`config.mk`:
```
export PLATFORM = sky130hd
export DESIGN_NAME = pscfg_sequencer
export DESIGN_NICKNAME = d
export VERILOG_FILES = /design/src/rtl/pscfg_pkg.sv /design/src/rtl/pscfg_sync.sv /design/src/rtl/pscfg_timer.sv /design/src/rtl/pscfg_shifter.sv /design/src/rtl/pscfg_sequencer.sv
export SDC_FILE = /design/constraint.sdc
export NUM_CORES = 1
export LEC_CHECK = 0
export ABC_AREA = 1
export BUFFER_PORTS_ARGS = -buffer_cell sky130_fd_sc_hd__buf_2
export CAP_MARGIN = 20
export CELL_PAD_IN_SITES_DETAIL_PLACEMENT = 1
export CELL_PAD_IN_SITES_GLOBAL_PLACEMENT = 2
export CORE_UTILIZATION = 36
export CTS_CLUSTER_DIAMETER = 150
export CTS_CLUSTER_SIZE = 16
export DETAILED_ROUTE_END_ITERATION = 16
export PLACE_DENSITY = 0.86
export SYNTH_ARGS = -nofsm -noshare
export SYNTH_HDL_FRONTEND = slang
export SYNTH_HIERARCHICAL = 1
export SYNTH_SLANG_ARGS = --single-unit
export TNS_END_PERCENT = 5
```
`constraint.sdc`:
```
create_clock -name clk -period 5.7 [get_ports clk]
set_input_delay 1.14 -clock clk [delete_from_list [all_inputs] [get_ports clk]]
set_output_delay 1.14 -clock clk [all_outputs]
set_load 0.05 [all_outputs]
```
`src/rtl/pscfg_pkg.sv`:
```
package pscfg_pkg;

   typedef enum logic [2:0] {
      ST_IDLE,
      ST_RSTP,
      ST_POLL,
      ST_SETTLE,
      ST_STREAM,
      ST_ENDCHK,
      ST_TRAIL
   } pscfg_state_e;

   typedef enum logic [2:0] {
      ERR_NONE   = 3'd0,
      ERR_NORST  = 3'd1,
      ERR_TMO    = 3'd2,
      ERR_STAT   = 3'd3,
      ERR_CDONE  = 3'd4,
      ERR_UNSUP  = 3'd5
   } pscfg_err_e;

   function automatic logic [7:0] bitrev8(input logic [7:0] b);
      logic [7:0] r;
      for (int i = 0; i < 8; i++) r[i] = b[7-i];
      return r;
   endfunction

   function automatic int unsigned ceil_div(input int unsigned a, input int unsigned b);
      return (a + b - 1) / b;
   endfunction

   function automatic int unsigned max3(input int unsigned a, input int unsigned b,
                                        input int unsigned c);
      int unsigned m;
      m = (a > b) ? a : b;
      return (m > c) ? m : c;
   endfunction

endpackage

```
`src/rtl/pscfg_sync.sv`:
```
module pscfg_sync #(
   parameter int W      = 2,
   parameter int STAGES = 2
) (
   input  logic         clk,
   input  logic         rst_n,
   input  logic [W-1:0] d,
   output logic [W-1:0] q
);

   generate
      if (STAGES < 2) begin : g_bad_stages
         $error("pscfg_sync: STAGES must be at least 2");
      end
      if (W < 1) begin : g_bad_width
         $error("pscfg_sync: W must be at least 1");
      end
   endgenerate

   logic [STAGES-1:0][W-1:0] stg;

   always_ff @(posedge clk or negedge rst_n) begin
      if (!rst_n) stg <= '0;
      else        stg <= {stg[STAGES-2:0], d};
   end

   assign q = stg[STAGES-1];

endmodule

```
`src/rtl/pscfg_timer.sv`:
```
module pscfg_timer #(
   parameter int W = 16
) (
   input  logic         clk,
   input  logic         rst_n,
   input  logic         load,
   input  logic [W-1:0] val,
   output logic         expired
);

   logic [W-1:0] cnt;

   always_ff @(posedge clk or negedge rst_n) begin
      if (!rst_n)             cnt <= '0;
      else if (load)          cnt <= val - W'(1);
      else if (cnt != '0)     cnt <= cnt - W'(1);
   end

   assign expired = (cnt == '0);

endmodule

```
`src/rtl/pscfg_shifter.sv`:
```
module pscfg_shifter #(
   parameter int HALF_CYC = 2
) (
   input  logic       clk,
   input  logic       rst_n,
   input  logic       load,
   input  logic [7:0] word,
   output logic       busy,
   output logic       fin,
   output logic       sdo,
   output logic       sck
);

   localparam int HW = (HALF_CYC > 1) ? $clog2(HALF_CYC) : 1;

   generate
      if (HALF_CYC < 1) begin : g_bad_half
         $error("pscfg_shifter: HALF_CYC must be at least 1");
      end
   endgenerate

   logic       act;
   logic [7:0] sh;
   logic [2:0] bc;
   logic       tick;
   logic       take;

   assign take = load && !act;

   generate
      if (HALF_CYC == 1) begin : g_nodiv
         assign tick = act;
      end else begin : g_div
         logic [HW-1:0] hc;
         always_ff @(posedge clk or negedge rst_n) begin
            if (!rst_n)      hc <= '0;
            else if (take)   hc <= HW'(HALF_CYC - 1);
            else if (act)    hc <= (hc == '0) ? HW'(HALF_CYC - 1) : hc - HW'(1);
         end
         assign tick = act && (hc == '0);
      end
   endgenerate

   always_ff @(posedge clk or negedge rst_n) begin
      if (!rst_n) begin
         act <= 1'b0;
         sh  <= '0;
         bc  <= '0;
         sck <= 1'b0;
         fin <= 1'b0;
      end else begin
         fin <= 1'b0;
         if (take) begin
            act <= 1'b1;
            sh  <= word;
            bc  <= '0;
            sck <= 1'b0;
         end else if (tick) begin
            if (!sck) begin
               sck <= 1'b1;
            end else begin
               sck <= 1'b0;
               if (bc == 3'd7) begin
                  act <= 1'b0;
                  fin <= 1'b1;
               end else begin
                  bc <= bc + 3'd1;
                  sh <= {sh[6:0], 1'b0};
               end
            end
         end
      end
   end

   assign busy = act;
   assign sdo  = act & sh[7];

endmodule

```
`src/rtl/pscfg_sequencer.sv`:
```
module pscfg_sequencer
   import pscfg_pkg::*;
#(
   parameter int CLK_HZ       = 50_000_000,
   parameter int RST_US       = 2,
   parameter int POLL_US      = 268,
   parameter int WAITMAX_A_US = 1506,
   parameter int WAITMAX_B_US = 3000,
   parameter int SETTLE_A_US  = 2,
   parameter int SETTLE_B_US  = 10,
   parameter int HALF_CYC     = 2,
   parameter int SYNC_STAGES  = 2
) (
   input  logic       clk,
   input  logic       rst_n,
   input  logic       start_i,
   input  logic       partial_i,
   input  logic       lsb_first_i,
   input  logic       cdone_chk_i,
   input  logic       profile_i,
   input  logic [7:0] s_data,
   input  logic       s_valid,
   input  logic       s_last,
   output logic       s_ready,
   output logic       tgt_req_o,
   input  logic       tgt_stat_i,
   input  logic       tgt_cdone_i,
   output logic       ps_data_o,
   output logic       ps_clk_o,
   output logic       busy_o,
   output logic       done_o,
   output logic [2:0] err_o
);

   localparam int CYC_US       = CLK_HZ / 1_000_000;
   localparam int RST_CYC      = RST_US * CYC_US;
   localparam int POLL_CYC     = POLL_US * CYC_US;
   localparam int SETTLE_A_CYC = SETTLE_A_US * CYC_US;
   localparam int SETTLE_B_CYC = SETTLE_B_US * CYC_US;
   localparam int NPOLL_A      = ceil_div(WAITMAX_A_US, POLL_US);
   localparam int NPOLL_B      = ceil_div(WAITMAX_B_US, POLL_US);
   localparam int MAX_CYC      = max3(RST_CYC, POLL_CYC,
                                      (SETTLE_A_CYC > SETTLE_B_CYC) ? SETTLE_A_CYC : SETTLE_B_CYC);
   localparam int TMR_W        = $clog2(MAX_CYC + 1);
   localparam int NPOLL_MAX    = (NPOLL_A > NPOLL_B) ? NPOLL_A : NPOLL_B;
   localparam int PCNT_W       = $clog2(NPOLL_MAX + 1);

   generate
      if (CLK_HZ < 1_000_000 || (CLK_HZ % 1_000_000) != 0) begin : g_bad_clk
         $error("pscfg_sequencer: CLK_HZ must be a whole number of MHz");
      end
      if (RST_US < 1 || POLL_US < 1 || SETTLE_A_US < 1 || SETTLE_B_US < 1) begin : g_bad_time
         $error("pscfg_sequencer: every delay must be at least 1 us");
      end
      if (WAITMAX_A_US < POLL_US || WAITMAX_B_US < POLL_US) begin : g_bad_wait
         $error("pscfg_sequencer: wait limits must cover at least one poll");
      end
   endgenerate

   // target inputs through synchronisers
   logic [1:0] tgt_raw, tgt_sync;
   logic       stat_s, cd_s;

   assign tgt_raw = {tgt_cdone_i, tgt_stat_i};

   pscfg_sync #(.W(2), .STAGES(SYNC_STAGES)) u_sync (
      .clk   (clk),
      .rst_n (rst_n),
      .d     (tgt_raw),
      .q     (tgt_sync)
   );

   assign stat_s = tgt_sync[0];
   assign cd_s   = tgt_sync[1];

   // delay timer
   logic             tmr_load;
   logic [TMR_W-1:0] tmr_val;
   logic             tmr_exp;

   pscfg_timer #(.W(TMR_W)) u_tmr (
      .clk     (clk),
      .rst_n   (rst_n),
      .load    (tmr_load),
      .val     (tmr_val),
      .expired (tmr_exp)
   );

   // serial shifter
   logic       sh_load, sh_busy, sh_fin;
   logic [7:0] sh_word;

   pscfg_shifter #(.HALF_CYC(HALF_CYC)) u_shf (
      .clk   (clk),
      .rst_n (rst_n),
      .load  (sh_load),
      .word  (sh_word),
      .busy  (sh_busy),
      .fin   (sh_fin),
      .sdo   (ps_data_o),
      .sck   (ps_clk_o)
   );

   // control state
   pscfg_state_e      st;
   pscfg_err_e        err_q;
   logic              req_q, done_q, prof_q, lsbf_q, cdchk_q, last_q;
   logic [PCNT_W-1:0] pcnt;
   logic [PCNT_W-1:0] pcnt_last;
   logic              hs;
   logic              go_full, go_part;
   logic              end_ok;

   assign go_full   = (st == ST_IDLE) && start_i && !partial_i;
   assign go_part   = (st == ST_IDLE) && start_i &&  partial_i;
   assign pcnt_last = prof_q ? PCNT_W'(NPOLL_B - 1) : PCNT_W'(NPOLL_A - 1);
   assign s_ready   = (st == ST_STREAM) && !sh_busy && !last_q;
   assign hs        = s_ready && s_valid;
   assign end_ok    = !stat_s && !(cdchk_q && !cd_s);

   always_comb begin
      tmr_load = 1'b0;
      tmr_val  = '0;
      sh_load  = 1'b0;
      sh_word  = '0;
      unique case (st)
         ST_IDLE: begin
            if (go_full) begin
               tmr_load = 1'b1;
               tmr_val  = TMR_W'(RST_CYC);
            end
         end
         ST_RSTP: begin
            if (tmr_exp && stat_s) begin
               tmr_load = 1'b1;
               tmr_val  = TMR_W'(POLL_CYC);
            end
         end
         ST_POLL: begin
            if (tmr_exp) begin
               if (!stat_s) begin
                  tmr_load = 1'b1;
                  tmr_val  = prof_q ? TMR_W'(SETTLE_B_CYC) : TMR_W'(SETTLE_A_CYC);
               end else if (pcnt != pcnt_last) begin
                  tmr_load = 1'b1;
                  tmr_val  = TMR_W'(POLL_CYC);
               end
            end
         end
         ST_STREAM: begin
            if (hs) begin
               sh_load = 1'b1;
               sh_word = lsbf_q ? s_data : bitrev8(s_data);
            end
         end
         ST_ENDCHK: begin
            if (end_ok) begin
               sh_load = 1'b1;
               sh_word = 8'h00;
            end
         end
         default: ;
      endcase
   end

   always_ff @(posedge clk or negedge rst_n) begin
      if (!rst_n) begin
         st      <= ST_IDLE;
         err_q   <= ERR_NONE;
         req_q   <= 1'b0;
         done_q  <= 1'b0;
         prof_q  <= 1'b0;
         lsbf_q  <= 1'b0;
         cdchk_q <= 1'b0;
         last_q  <= 1'b0;
         pcnt    <= '0;
      end else begin
         done_q <= 1'b0;
         unique case (st)
            ST_IDLE: begin
               if (go_part) begin
                  err_q <= ERR_UNSUP;
               end else if (go_full) begin
                  err_q   <= ERR_NONE;
                  req_q   <= 1'b1;
                  prof_q  <= profile_i;
                  lsbf_q  <= lsb_first_i;
                  cdchk_q <= cdone_chk_i;
                  last_q  <= 1'b0;
                  pcnt    <= '0;
                  st      <= ST_RSTP;
               end
            end
            ST_RSTP: begin
               if (tmr_exp) begin
                  req_q <= 1'b0;
                  if (stat_s) begin
                     st <= ST_POLL;
                  end else begin
                     err_q <= ERR_NORST;
                     st    <= ST_IDLE;
                  end
               end
            end
            ST_POLL: begin
               if (tmr_exp) begin
                  if (!stat_s) begin
                     st <= ST_SETTLE;
                  end else if (pcnt == pcnt_last) begin
                     err_q <= ERR_TMO;
                     st    <= ST_IDLE;
                  end else begin
                     pcnt <= pcnt + PCNT_W'(1);
                  end
               end
            end
            ST_SETTLE: begin
               if (tmr_exp) st <= ST_STREAM;
            end
            ST_STREAM: begin
               if (hs && s_last) last_q <= 1'b1;
               if (sh_fin && last_q) st <= ST_ENDCHK;
            end
            ST_ENDCHK: begin
               if (stat_s) begin
                  err_q <= ERR_STAT;
                  st    <= ST_IDLE;
               end else if (cdchk_q && !cd_s) begin
                  err_q <= ERR_CDONE;
                  st    <= ST_IDLE;
               end else begin
                  st <= ST_TRAIL;
               end
            end
            ST_TRAIL: begin
               if (sh_fin) begin
                  done_q <= 1'b1;
                  st     <= ST_IDLE;
               end
            end
            default: st <= ST_IDLE;
         endcase
      end
   end

   assign tgt_req_o = req_q;
   assign busy_o    = (st != ST_IDLE);
   assign done_o    = done_q;
   assign err_o     = err_q;

endmodule

```
Word-level counts from Yosys, hierarchy flattened --
Index checks and enable logic that the tools add are counted.
Word-level totals: register bits after elaboration 49, latch bits 0, bits in writable memories 0, bits in read-only memories 0, bits of input ports 19, output and inout bits 9, word-level logic and storage cells 174, memories 0
Operators by class: $add $sub $neg 5, multiply operators 0, div/mod/pow operators 0, $lt $le $gt $ge 0, equality and inequality tests 25, shift operators 0, muxes and demuxes 83, bitwise logic cells 3, reduce and logical (&&, ||, !) cells 40
Operators by type and width (number):
- $mux W14 | 6
- $mux W3 | 24
- $mux W8 | 7
- $pmux W14 S3 | 1
- $mux W1 | 29
- $sub A14 B1 Y14 const B | 2
- $mux W4 | 6
- $pmux W3 S7 | 1
- $ne A2 B2 Y1 const B | 8
- $reduce_and A8 Y1 | 2
- $reduce_bool A2 Y1 | 8
- $logic_not A14 Y1 | 1
- $reduce_bool A14 Y1 | 1
- $logic_and A1 B1 Y1 | 13
- $eq A3 B3 Y1 const B | 4
- $pmux W3 S4 | 1
- $ne A2 B1 Y1 const B | 5
- $mux W9 | 1
- $reduce_and A3 Y1 | 3
- $pmux W4 S2 | 1
- $reduce_and A4 Y1 | 2
- $mux W7 | 1
- $eq A3 B2 Y1 const B | 2
- $logic_not A1 Y1 | 6
- 17 further kinds | 21

Logic depth before layout (Yosys ltp) --
Gate-level depths: netlist of run 1.
depth in word-level cells 9, mapped depth 19

By module --
Netlist of run 1, hierarchy kept.
Modules (own cells, without submodules):
- pscfg_sequencer | instances 1, cells an instance 203, area an instance 1296.2 um^2, seq. area each 400.4 um^2
- pscfg_timer | instances 1, cells an instance 189, area an instance 1148.6 um^2, seq. area each 350.3 um^2
- pscfg_shifter | instances 1, cells an instance 96, area an instance 763.2 um^2, seq. area each 375.4 um^2
- pscfg_sync | instances 1, cells an instance 6, area an instance 115.1 um^2, seq. area each 100.1 um^2

Worst setup path after synthesis of run 1 --
No wires, ideal clock.
path type input port to flip-flop, start in partial_i, end reg u_tmr.cnt[10], library setup time 0.073 ns, arrival time 2.653 ns, required time 5.627 ns, setup slack 2.974 ns, stages on the path 15, buffers on the path 1, cells stage by stage inv_1 -> nand2_1 -> nor2_2 -> inv_2 -> nand4_1 -> buf_6 -> nand2_1 -> o21ai_2 -> ha_1 -> nand2_1 -> nor2_2 -> nand3_1 -> nand2_1 -> nand2_1 -> nor2_1
Between the ends: elaborated cells between the ends (all ways) 9, classes of those cells 1 x add/sub; 5 x mux; 3 x reduce/logical
RTL lines:
- from (decl) | line pscfg_sequencer.sv:17 | input logic partial_i,
- $logic_not A1 Y1 * | line pscfg_sequencer.sv:114 | assign go_full = (st == ST_IDLE) && start_i && !partial_i;
- $logic_and A1 B1 Y1 * | line pscfg_sequencer.sv:114
- $mux W1 * | line pscfg_sequencer.sv:128 | if (go_full) begin
- $pmux W1 S3 * | line pscfg_sequencer.sv:126 | unique case (st)
- net tmr_load | line pscfg_sequencer.sv:77 | logic tmr_load;
- $mux W14 / $reduce_bool A2 Y1 (equally long branches)
- to (signal assigned) | line pscfg_timer.sv:15 | else if (load) cnt <= val - W'(1);
- to (signal assigned) | line pscfg_timer.sv:16 | else if (cnt != '0) cnt <= cnt - W'(1);
- to (decl) | line pscfg_timer.sv:11 | logic [W-1:0] cnt;
Mark *: on every way through the listed nets, which the timed path passes. The rest lies on a longest branch. A chain may end at the register's enable or synchronous reset.

Final worst setup path of run 1 --
start reg u_tmr.cnt[8], end reg u_tmr.cnt[10]
Between the ends: elaborated cells between the ends (all ways) 14, classes of those cells 2 x add/sub; 8 x mux; 4 x reduce/logical
RTL lines:
- $logic_not A14 Y1 * | line pscfg_timer.sv:19 | assign expired = (cnt == '0);
- net tmr_exp | line pscfg_sequencer.sv:79 | logic tmr_exp;
- $logic_and A1 B1 Y1 | line pscfg_sequencer.sv:134 | if (tmr_exp && stat_s) begin
- $mux W1 | line pscfg_sequencer.sv:134
- $pmux W1 S3 * | line pscfg_sequencer.sv:126
- net tmr_load | line pscfg_sequencer.sv:77
- $mux W14 / $reduce_bool A2 Y1 (equally long branches)
Mark *: on every way through the listed nets, which the timed path passes. The rest lies on a longest branch. The select of a mux whose other input is x is not followed.

==> results_dict.tcl, run 1 <==
set metrics [dict create \
    status "finished, violations left" \
    violations "DRC" \
    clock_sinks 49 \
    dr.first_iter.drc_count 126 \
    cp_max_fo 30 \
    globalplace.congestion 0.817 \
    synthesis.area_um2 3320 \
    grtUsageTotal_pct 19.3 \
    synthToLayoutAreaGrowth_pct 9.00 \
    finalHoldViolations 0 \
    p_clk_share_pct 15.3 \
    synthCells 494 \
    leakagePower_uw 0.00198 \
    wl_met3_um 190 \
    layout_setup_ws_ns 2.37 \
    maxCapViolCount 0 \
    cts_max_level 2 \
    ant_nets 0 \
    viasPerCell 4.94 \
    route.detailed.wl_per_inst_um 13.6 \
    place_ws_ns 2.40 \
    io_pins 28 \
    hold_class "reg2reg" \
    max_clock_freq_mhz 300 \
    fillers 1190 \
    period_minus_slack_ns 3.33 \
    insertion_delay_ns 0.31 \
    comb_power_share_pct 52.6 \
    grt_setup_unrepaired "no" \
    num-nets-final 543 \
    drtPass1Iterations 10 \
    path_common_cell "nand2_1" \
    syn_avg_cell_area_um2 6.73 \
    required_ns 5.94 \
    fp.dieH_um 98.1 \
    place_hpwl_um 6750 \
    setup_tns_ns 0 \
    max_slew_margin_pct 56.0 \
    cts_tree "yes" \
    grt_max_degree 50 \
    worstSetupPathType "reg2reg" \
    drt-met1-wl_um 4260 \
    slowest_delay_ns 0.52 \
    num_vias 3106 \
    die_area_um2 9620 \
    yosys_warnings 6 \
    grt_pass1_vias 3119 \
    tightest_slew_ns 0.660 \
    hold_buffers 0 \
    post_cts_buffers 0 \
    yosysUniqueCellTypes 30 \
    clockRootBuffer "clkbuf_8" \
    drive_gt1_share_pct 16.1 \
    power_frac_seq_pct 32.1 \
    synth-seq-cells 49 \
    slew_violations 0 \
    io_buffers 27 \
    fin_skew_ns 0.0122 \
    power_switching_uw 863 \
    core_um2 8850 \
    antenna_found_initial 0 \
    period_share_pct 58.5 \
    power_density_nw_per_um2 474 \
    wl_met2_um 4020 \
    cp_slowest_cell "nor3_1" \
    finalSetupViolations 0 \
    drt-total-wl_um 8550 \
    post_cts_resized 0 \
    start_util_pct 37.6 \
    die_w_um 98.1 \
    vdd_drop_max_mv 0.188 \
    endpoint_kind "register" \
    num_rows 34 \
    cts.clk_slew.worst_paths_ns 0.10 \
    ys_seq_area_share_pct 36.9 \
    grt.overflow.total 0 \
    p_int_uw 855 \
    cts_buffer_depth 2 \
    drc 3 \
    switching_share_pct 50.2 \
    cts_buffers 5 \
    worst_ep_arrival_time_ns 3.57 \
    grt_pass1_wl_um 14900 \
    cp-start-kind "register" \
    antenna_cells 0 \
    worstPathCellList "nor2_1 -> nand3_1 -> nor3_1 -> inv_1 -> nor2_4 -> nand2_1 -> nand4_1 -> buf_4 -> nand2_1 -> o21ai_2 -> ha_1 -> nand2_1 -> nor2_2 -> nand3_1 -> nand2_1 -> nand2_1 -> nor2_1" \
    top_layer "met4" \
]
registers in the layout, indices dropped and copies added (netlist names):
signal and flops:
u_shf/busy 1, u_shf/sh 8, u_shf/bc 3, tgt_req_o 1
st 3, cdchk_q 1, lsbf_q 1, err_o 3
last_q 1, prof_q 1, u_shf/g_div.hc 1, u_tmr/cnt 14
pcnt 4, u_shf/sck 1, u_sync/stg 2, done_o 1
u_sync/q 2, u_shf/fin 1
logic make-up after synthesis:
logic type	synth area share, %
and+or+nand+nor	45.2
buffers and inverters	11.0
DFF	36.9
AOI/OAI and AO/OA	4.78
adders and majority gates	1.51
xor gates and xnor gates	0.527
other	0.113
layer usage:
layer	GRT usage (%)	vias up
li1	-	1581
met1	26.1	1494
met2	32.7	24
met3	2.58	7
met4	4.55	0
met5	0	-
cell type report:
cell class,count,area [um2],area share (%)
clock inverter,3,47.5,1.31
tap,108,135,3.73
multi-input combinational,369,1740,48.2
timing repair buffer,29,150,4.15
inverter,66,250,6.91
sequential,49,1230,33.9
clock buffer,5,68.8,1.90
worst paths after layout:
path | start | end | cells after the start | slack (ns)
max | u_tmr/cnt[8] | u_tmr/cnt[10] | 17 | 2.37
min | u_sync/stg[0] | u_sync/q[0] | 0 | 0.42
max reg2reg | u_tmr/cnt[8] | u_tmr/cnt[10] | 17 | 2.37
min reg2reg | u_sync/stg[0] | u_sync/q[0] | 0 | 0.42
max in group asynchronous | rst_n | u_tmr/cnt[3] | 2 | 4.32
min in group asynchronous | rst_n | st[1] | 2 | 0.93
metrics by stage:
stage               instance area [um2]  utilization [%]  total power (uW)  instances  hold slack (ns)
detailed placement                 3510             39.6              1470        621            0.387
global route                       3620             40.9              1890        629            0.431
finish                             3620             40.9              1720        629            0.421
CTS                                3620             40.9              1740        629            0.424
floorplan                          3330                -              1270        497            0.331
global placement                   3510             39.6              1450        621            0.386
worst max-delay path, delay by kind of cell (launching register included):
| kind | cells | cell delay, ns |
|---|---|---|
| simple gates | 13 | 1.95 |
| buf+inv | 2 | 0.55 |
| flops | 1 | 0.42 |
| fa+ha+maj | 1 | 0.24 |
| compound gates | 1 | 0.11 |
synthesized netlist by cell type (all sizes together):
master	n	area [um2]
clkbuf	2	7.51
dfrtp	49	1230
xor2	2	17.5
nand2	183	732
a21oi	9	45.0
o21ai	19	106
nand4	13	81.3
conb	1	3.75
clkinv	3	11.3
nand3b	1	7.51
ha	4	50.1
nor3	12	71.3
nand3	51	280
inv	63	239
buf	11	106
nor2	70	330
o21bai	1	7.51
power by group through the flow:
stage	clock network [uW]	registers, uW	logic, uW
after global placement	0	558	893
after detailed placement	0	559	909
after CTS	273	552	913
after global routing	288	569	1030
final	263	551	903
after floorplan	0	557	712
placed cells by master (no fill, tap or decap), types with 2 or more instances in the layout:
cell type	instances
a21oi_1	9
buf_2	27
buf_4	2
clkbuf_8	5
clkinv_1	3
conb_1	4
dfrtp_1	49
ha_1	4
inv_1	54
inv_2	8
inv_6	2
nand2_1	169
nand2_2	12
nand2_4	2
nand3_1	46
nand3_2	5
nand4_1	13
nor2_1	55
nor2_2	9
nor2_4	6
nor3_1	11
o21ai_0	15
o21ai_2	3
xor2_1	2
Power figures use the tool's default switching activity.
==> run 2, diff against run 1 <==
--- a/config.mk
+++ b/config.mk
@@ -5,16 +5,16 @@
 export SDC_FILE = /design/constraint.sdc
 export NUM_CORES = 1
 export LEC_CHECK = 0
-export ABC_AREA = 1
+export ABC_AREA = 0
 export BUFFER_PORTS_ARGS = -buffer_cell sky130_fd_sc_hd__buf_2
 export CAP_MARGIN = 20
 export CELL_PAD_IN_SITES_DETAIL_PLACEMENT = 1
 export CELL_PAD_IN_SITES_GLOBAL_PLACEMENT = 2
-export CORE_UTILIZATION = 36
+export CORE_UTILIZATION = 34
 export CTS_CLUSTER_DIAMETER = 150
 export CTS_CLUSTER_SIZE = 16
 export DETAILED_ROUTE_END_ITERATION = 16
-export PLACE_DENSITY = 0.86
+export PLACE_DENSITY = 0.77
 export SYNTH_ARGS = -nofsm -noshare
 export SYNTH_HDL_FRONTEND = slang
 export SYNTH_HIERARCHICAL = 1
==> constraint.sdc (replaced) <==
create_clock -name clk -period 2.86 [get_ports clk]
set_input_delay 0.572 -clock clk [delete_from_list [all_inputs] [get_ports clk]]
set_output_delay 0.572 -clock clk [all_outputs]
set_load 0.05 [all_outputs]
==> results_dict.tcl, run 2 <==
set metrics [dict create \
    drive_gt1_share_pct 35.1 \
    post-place-cells 495 \
    finalHoldViolations 0 \
    synthToLayoutAreaGrowth_pct 32.1 \
    max_slew_margin_pct 64.9 \
    maxCapViolCount 0 \
    cp_slowest_cell "or4b_4" \
    synth_top_area_share_pct 41.2 \
    synth.area.top_cells "dfrtp_1, mux2i_1, nand2_1" \
    place_hpwl_um 6160 \
    worst_ep_arrival_time_ns 3.23 \
    leakagePower_uw 0.00178 \
    num-nets-final 425 \
    yosys_warnings 6 \
    top_regs "u_tmr/cnt: 14 flops, u_shf/sh: 8 flops, pcnt: 4 flops" \
    synth-main-ff-cell "dfrtp_1" \
    cts_buffers 5 \
    io_buffers 27 \
    dr.first_iter.drc_count 73 \
    worstPathCellList "or4b_4 -> a21boi_4 -> nor2_2 -> a21oi_2 -> o21bai_4 -> buf_4 -> buf_6 -> or3_4 -> o2bb2ai_2 -> or3_4 -> a221o_1" \
    cp_top_family "simple AND/OR/NAND/NOR gates" \
    status "finished, violations left" \
    cp.depth 11 \
    cts_buffer_depth 2 \
    largest_register_ffs 14 \
    drc 0 \
    clockRootBuffer "clkbuf_8" \
    period_share_pct 106 \
    synth_compound_area_share_pct 13.6 \
    syn_avg_cell_area_um2 9.55 \
    die_area_um2 9140 \
    vdd_drop_max_mv 0.317 \
    period_minus_slack_ns 3.04 \
    synthXorXnorAreaFrac_pct 6.17 \
    grt_pass1_vias 2746 \
    max_clock_freq_mhz 329 \
    slowest_delay_ns 0.55 \
    route.detailed.wl_per_inst_um 15.9 \
    synth_top_area_cell "dfrtp_1" \
    viasPerCell 5.08 \
    synthCells 312 \
    violations "setup timing" \
    start_util_pct 35.7 \
    cp-start-kind "register" \
    grt.overflow.total 0 \
    final_cell_mix "buf_4, dfrtp_1, nand2_1" \
    cts_max_level 2 \
    grt_max_degree 24 \
    power_switching_uw 1530 \
    drtPass1Iterations 4 \
    grtUsageTotal_pct 19.5 \
    hold_class "in2async" \
    power_frac_seq_pct 30.2 \
    synth-seq-cells 49 \
    tightest_slew_ns 0.526 \
    antenna_cells 0 \
    finalPower_uw 3690 \
    ys_seq_area_share_pct 41.2 \
    io_pins 28 \
    reg2regPathDepth 11 \
    num_rows 33 \
    synth-edff-count 0 \
    endpoint_kind "register" \
    path_buf_inv 2 \
    core_um2 8340 \
    p_clk_share_pct 13.6 \
    drt-total-wl_um 8050 \
    grt_pass1_wl_um 13700 \
    synthMuxAreaShare_pct 7.69 \
    final_common_cell "buf_4" \
    power_density_nw_per_um2 937 \
    final_cells 507 \
    worstSetupPathType "reg2reg" \
    antenna_found_initial 0 \
    num_vias 2575 \
    p_int_uw 2160 \
    cp_max_fo 6 \
    synth-simple-area-share_pct 24.9 \
    die_w_um 95.6 \
    finalSetupViolations 8 \
    largest-register "u_tmr/cnt" \
    cts_tree "yes" \
    required_ns 3.05 \
    globalplace.congestion 0.831 \
    comb_power_share_pct 56.1 \
    place_ws_ns -0.263 \
    hold_buffers 0 \
    grt_setup_unrepaired "yes" \
    fin_skew_ns 0.0107 \
    yosysUniqueCellTypes 63 \
    synthesis.area_um2 2980 \
    fp.dieH_um 95.6 \
    clock_sinks 49 \
    layout_setup_ws_ns -0.184 \
    setup_tns_ns -0.874 \
    slew_violations 0 \
    cts.clk_slew.worst_paths_ns 0.10 \
    synthMostInstantiatedCell "dfrtp_1" \
    synthTopCellsByCount "dfrtp_1, nand2_1, nor2_1" \
    insertion_delay_ns 0.30 \
    switching_share_pct 41.5 \
    postLayoutCoreUtil_pct 47.2 \
    path_common_cell "or3_4" \
    async_flop_share_pct 100 \
    ant_nets 0 \
    synth_top_family_by_area "simple AND/OR/NAND/NOR gates" \
    synth_fa_ha_area_share_pct 1.68 \
]
## run 2: cell count changes after synthesis, sizes merged, moves of 8 or more
cell	before	now
mux2i	0	15
nand3	51	9
xnor2	0	12
nand2	183	34
nor2b	0	8
nor2	70	31
nand4	13	0
o22ai	0	12
inv	63	7
## run 2: timing repair
action / in CTS / in global routing
pin swaps: 4 / 6
setup buffers: 2 / 3
endpoints found under the setup margin: 8 / 10
resized for setup: 8 / 10
## run 2: routing by layer
metal / wire, um / up-vias / global-route usage [%] / share of wire (%)
met5: 0 / - / 0 / 0
met4: 67 / 0 / 4.23 / 0.83
met3: 148 / 5 / 2.47 / 1.8
met2: 3960 / 28 / 33.8 / 49
met1: 3870 / 1270 / 26.0 / 48
li1: - / 1272 / - / -
## run 2: cells by family (layout without fill, tap and decap cells)
kind of cell | after synthesis | in the layout
compound gates | 55 | 55
flops | 49 | 49
fa+ha+maj | 4 | 4
buf+inv | 24 | 105
xor+xnor | 21 | 21
mux | 22 | 22
other cells | 1 | 10
simple gates | 136 | 136
## run 2: power by group through the flow
stage	combinational, uW	clock [uW]	sequential, uW
2_1_floorplan	1180	0	1160
5_1_grt	2270	546	1150
3_5_place_dp	1920	0	1120
3_3_place_gp	1860	0	1110
4_1_cts	2000	520	1110
6_report	2070	503	1120
## run 2: final timing paths
| kind | startpoint | endpoint | slack, ns |
|---|---|---|---|
| max in group asynchronous | rst_n | u_tmr/cnt[0] | 2.00 |
| hold reg to reg | u_sync/stg[0] | u_sync/q[0] | 0.36 |
| setup / recovery | pcnt[1] | u_tmr/cnt[11] | -0.18 |
| hold / removal | rst_n | done_o | 0.23 |
| setup reg to reg | pcnt[1] | u_tmr/cnt[11] | -0.18 |
| min in group clk | u_sync/stg[0] | u_sync/q[0] | 0.36 |
## run 2: area by class of cell
type,instances,area (um2)
Fill cell,971,4400
Inverter,7,26.3
Timing Repair Buffer,91,644
Tap cell,105,131
Clock inverter,2,38.8
Clock buffer,5,68.8
Sequential cell,49,1230
Multi-Input combinational cell,248,1800
## run 2: stage by stage
stage,area [um2],hold slack [ns]
floorplan,3090,0.276
CTS,3870,0.246
global placement,3700,0.333
finish,3940,0.229
detailed placement,3700,0.346
global route,3940,0.273
==> run 3, diff against run 2 <==
--- a/config.mk
+++ b/config.mk
@@ -15,6 +15,7 @@
 export CTS_CLUSTER_SIZE = 16
 export DETAILED_ROUTE_END_ITERATION = 16
 export PLACE_DENSITY = 0.77
+export SETUP_SLACK_MARGIN = 0.2
 export SYNTH_ARGS = -nofsm -noshare
 export SYNTH_HDL_FRONTEND = slang
 export SYNTH_HIERARCHICAL = 1
==> results_dict.tcl, run 3 (synthesis gave the netlist of run 2 again) <==
set metrics [dict create \
    status "finished, violations left" \
    violations "setup timing" \
    finalSetupViolations 8 \
    maxCapViolCount 0 \
    startpoint "pcnt[1]" \
    grtUsageTotal_pct 19.5 \
    max_slew_margin_pct 64.9 \
    synthToLayoutAreaGrowth_pct 32.4 \
    grt_pass1_wl_um 13700 \
    die_area_um2 9140 \
    antenna_found_initial 0 \
    power_switching_uw 1540 \
    grt.overflow.total 0 \
    path_common_cell "or3_4" \
    path_buf_inv 2 \
    p_int_uw 2160 \
    power_frac_seq_pct 30.3 \
    dr.first_iter.drc_count 58 \
    required_ns 3.05 \
    cp_slowest_cell "or4b_4" \
    drive_gt1_share_pct 35.6 \
    vdd_drop_max_mv 0.328 \
    r2r_setup_slack_ns -0.18 \
    final_cell_mix "buf_4, dfrtp_1, nand2_1" \
    cts_max_level 2 \
    grt_setup_unrepaired "yes" \
    tightest_slew_ns 0.526 \
    cp_top_family "simple AND/OR/NAND/NOR gates" \
    leakagePower_uw 0.00178 \
    reg2reg_from "pcnt[1]" \
    cp_max_fo 6 \
    comb_power_share_pct 56.2 \
    whs_ns 0.229 \
    cts_buffers 5 \
    final_common_cell "buf_4" \
    worstSetupPathType "reg2reg" \
    slowest_delay_ns 0.55 \
    num-nets-final 425 \
    worstPathCellList "or4b_4 -> a21boi_4 -> nor2_2 -> a21oi_2 -> o21bai_4 -> buf_4 -> buf_6 -> or3_4 -> o2bb2ai_2 -> or3_4 -> a221o_1" \
    io_pins 28 \
    grt_max_degree 24 \
    slew_violations 0 \
    switching_share_pct 41.6 \
    finalHoldViolations 0 \
    antenna_cells 0 \
    p_clk_share_pct 13.6 \
    layout_setup_ws_ns -0.183 \
    start_util_pct 35.7 \
    postPlaceCellArea_um2 3700 \
    drt-total-wl_um 8080 \
    max_clock_freq_mhz 329 \
    reg2regPathDepth 11 \
    clock_sinks 49 \
    route.detailed.wl_per_inst_um 15.9 \
    cts_buffer_depth 2 \
    fin_skew_ns 0.0107 \
    fp.dieH_um 95.6 \
    period_minus_slack_ns 3.04 \
    hold_class "in2async" \
    num_vias 2574 \
    worst_ep_arrival_time_ns 3.23 \
    endpoint_kind "register" \
    io_buffers 27 \
    cp-start-kind "register" \
    core_um2 8340 \
    r2r_end "u_tmr/cnt[11]" \
    clockRootBuffer "clkbuf_8" \
    cts_tree "yes" \
    viasPerCell 5.08 \
    postLayoutCoreUtil_pct 47.3 \
    place_hpwl_um 6160 \
    die_w_um 95.6 \
    globalplace.congestion 0.831 \
    grt_pass1_vias 2746 \
    drc 0 \
    final_cell_area_um2 3950 \
    num_rows 33 \
    top_regs "u_tmr/cnt: 14 flops, u_shf/sh: 8 flops, pcnt: 4 flops" \
    largest_register_ffs 14 \
    ant_nets 0 \
    largest-register "u_tmr/cnt" \
    drtPass1Iterations 4 \
    power_density_nw_per_um2 939 \
    period_share_pct 106 \
    cts.clk_slew.worst_paths_ns 0.10 \
    insertion_delay_ns 0.30 \
]
-- run 3: cell counts in the layout (fill, tap and decap cells not counted) --
Identical to the previous run, type by type.
-- run 3: routing by layer --
| layer | vias up | global-route usage (%) | wire, um |
|---|---|---|---|
| met3 | 5 | 2.47 | 152 |
| met1 | 1267 | 26.0 | 3850 |
| li1 | 1273 | - | - |
| met2 | 29 | 33.8 | 4010 |
| met4 | 0 | 4.23 | 67 |
| met5 | - | 0 | 0 |
-- run 3: power by group through the flow --
stage | logic, uW | clock network (uW) | registers [uW]
after floorplan | 1180 | 0 | 1160
after detailed placement | 1920 | 0 | 1120
after CTS | 2000 | 520 | 1110
after global placement | 1860 | 0 | 1110
final | 2080 | 503 | 1120
after global routing | 2280 | 546 | 1150
-- run 3: area by class of cell --
type	count	area [um2]
fill	971	4400
multi-input combinational	248	1810
clock inverter	2	38.8
inverter	7	26.3
tap	105	131
clock buffer	5	68.8
timing repair buffer	91	644
sequential	49	1230
-- run 3: worst max-delay path by stage --
stage,cells past startpoint,slack (ns),to
after floorplan,15,-0.34,u_tmr/cnt[12]
after global placement,10,-0.18,u_tmr/cnt[12]
after detailed placement,11,-0.26,u_tmr/cnt[12]
after CTS,10,-0.18,u_tmr/cnt[12]
after global routing,10,-0.29,u_tmr/cnt[12]
final,11,-0.18,u_tmr/cnt[11]
-- run 3: through the flow --
stage               setup TNS [ns]  std cells  total power [uW]  worst slack (ns)
finish                      -0.891        507              3700            -0.183
floorplan                    -1.24        321              2340            -0.338
CTS                         -0.714        504              3630            -0.178
detailed placement           -1.07        495              3050            -0.263
global route                 -2.07        507              3980            -0.288
global placement            -0.586        495              2970            -0.177
-- run 3: worst reg2reg max path, stage by stage (launching register included) --
cell	delay, ns
dfrtp_1	0.40
or4b_4	0.55
a21boi_4	0.15
nor2_2	0.07
a21oi_2	0.15
o21bai_4	0.12
buf_4	0.16
buf_6	0.12
or3_4	0.39
o2bb2ai_2	0.14
or3_4	0.36
a221o_1	0.32
-- run 3: timing repair --
| action | in CTS | in global routing |
|---|---|---|
| hold buffers | 0 | 0 |
| cloned | 0 | 0 |
| endpoints found under the setup margin | 11 | 12 |
| buffers inserted | 2 | 3 |
| resized for setup | 8 | 12 |
| pin swaps | 4 | 8 |
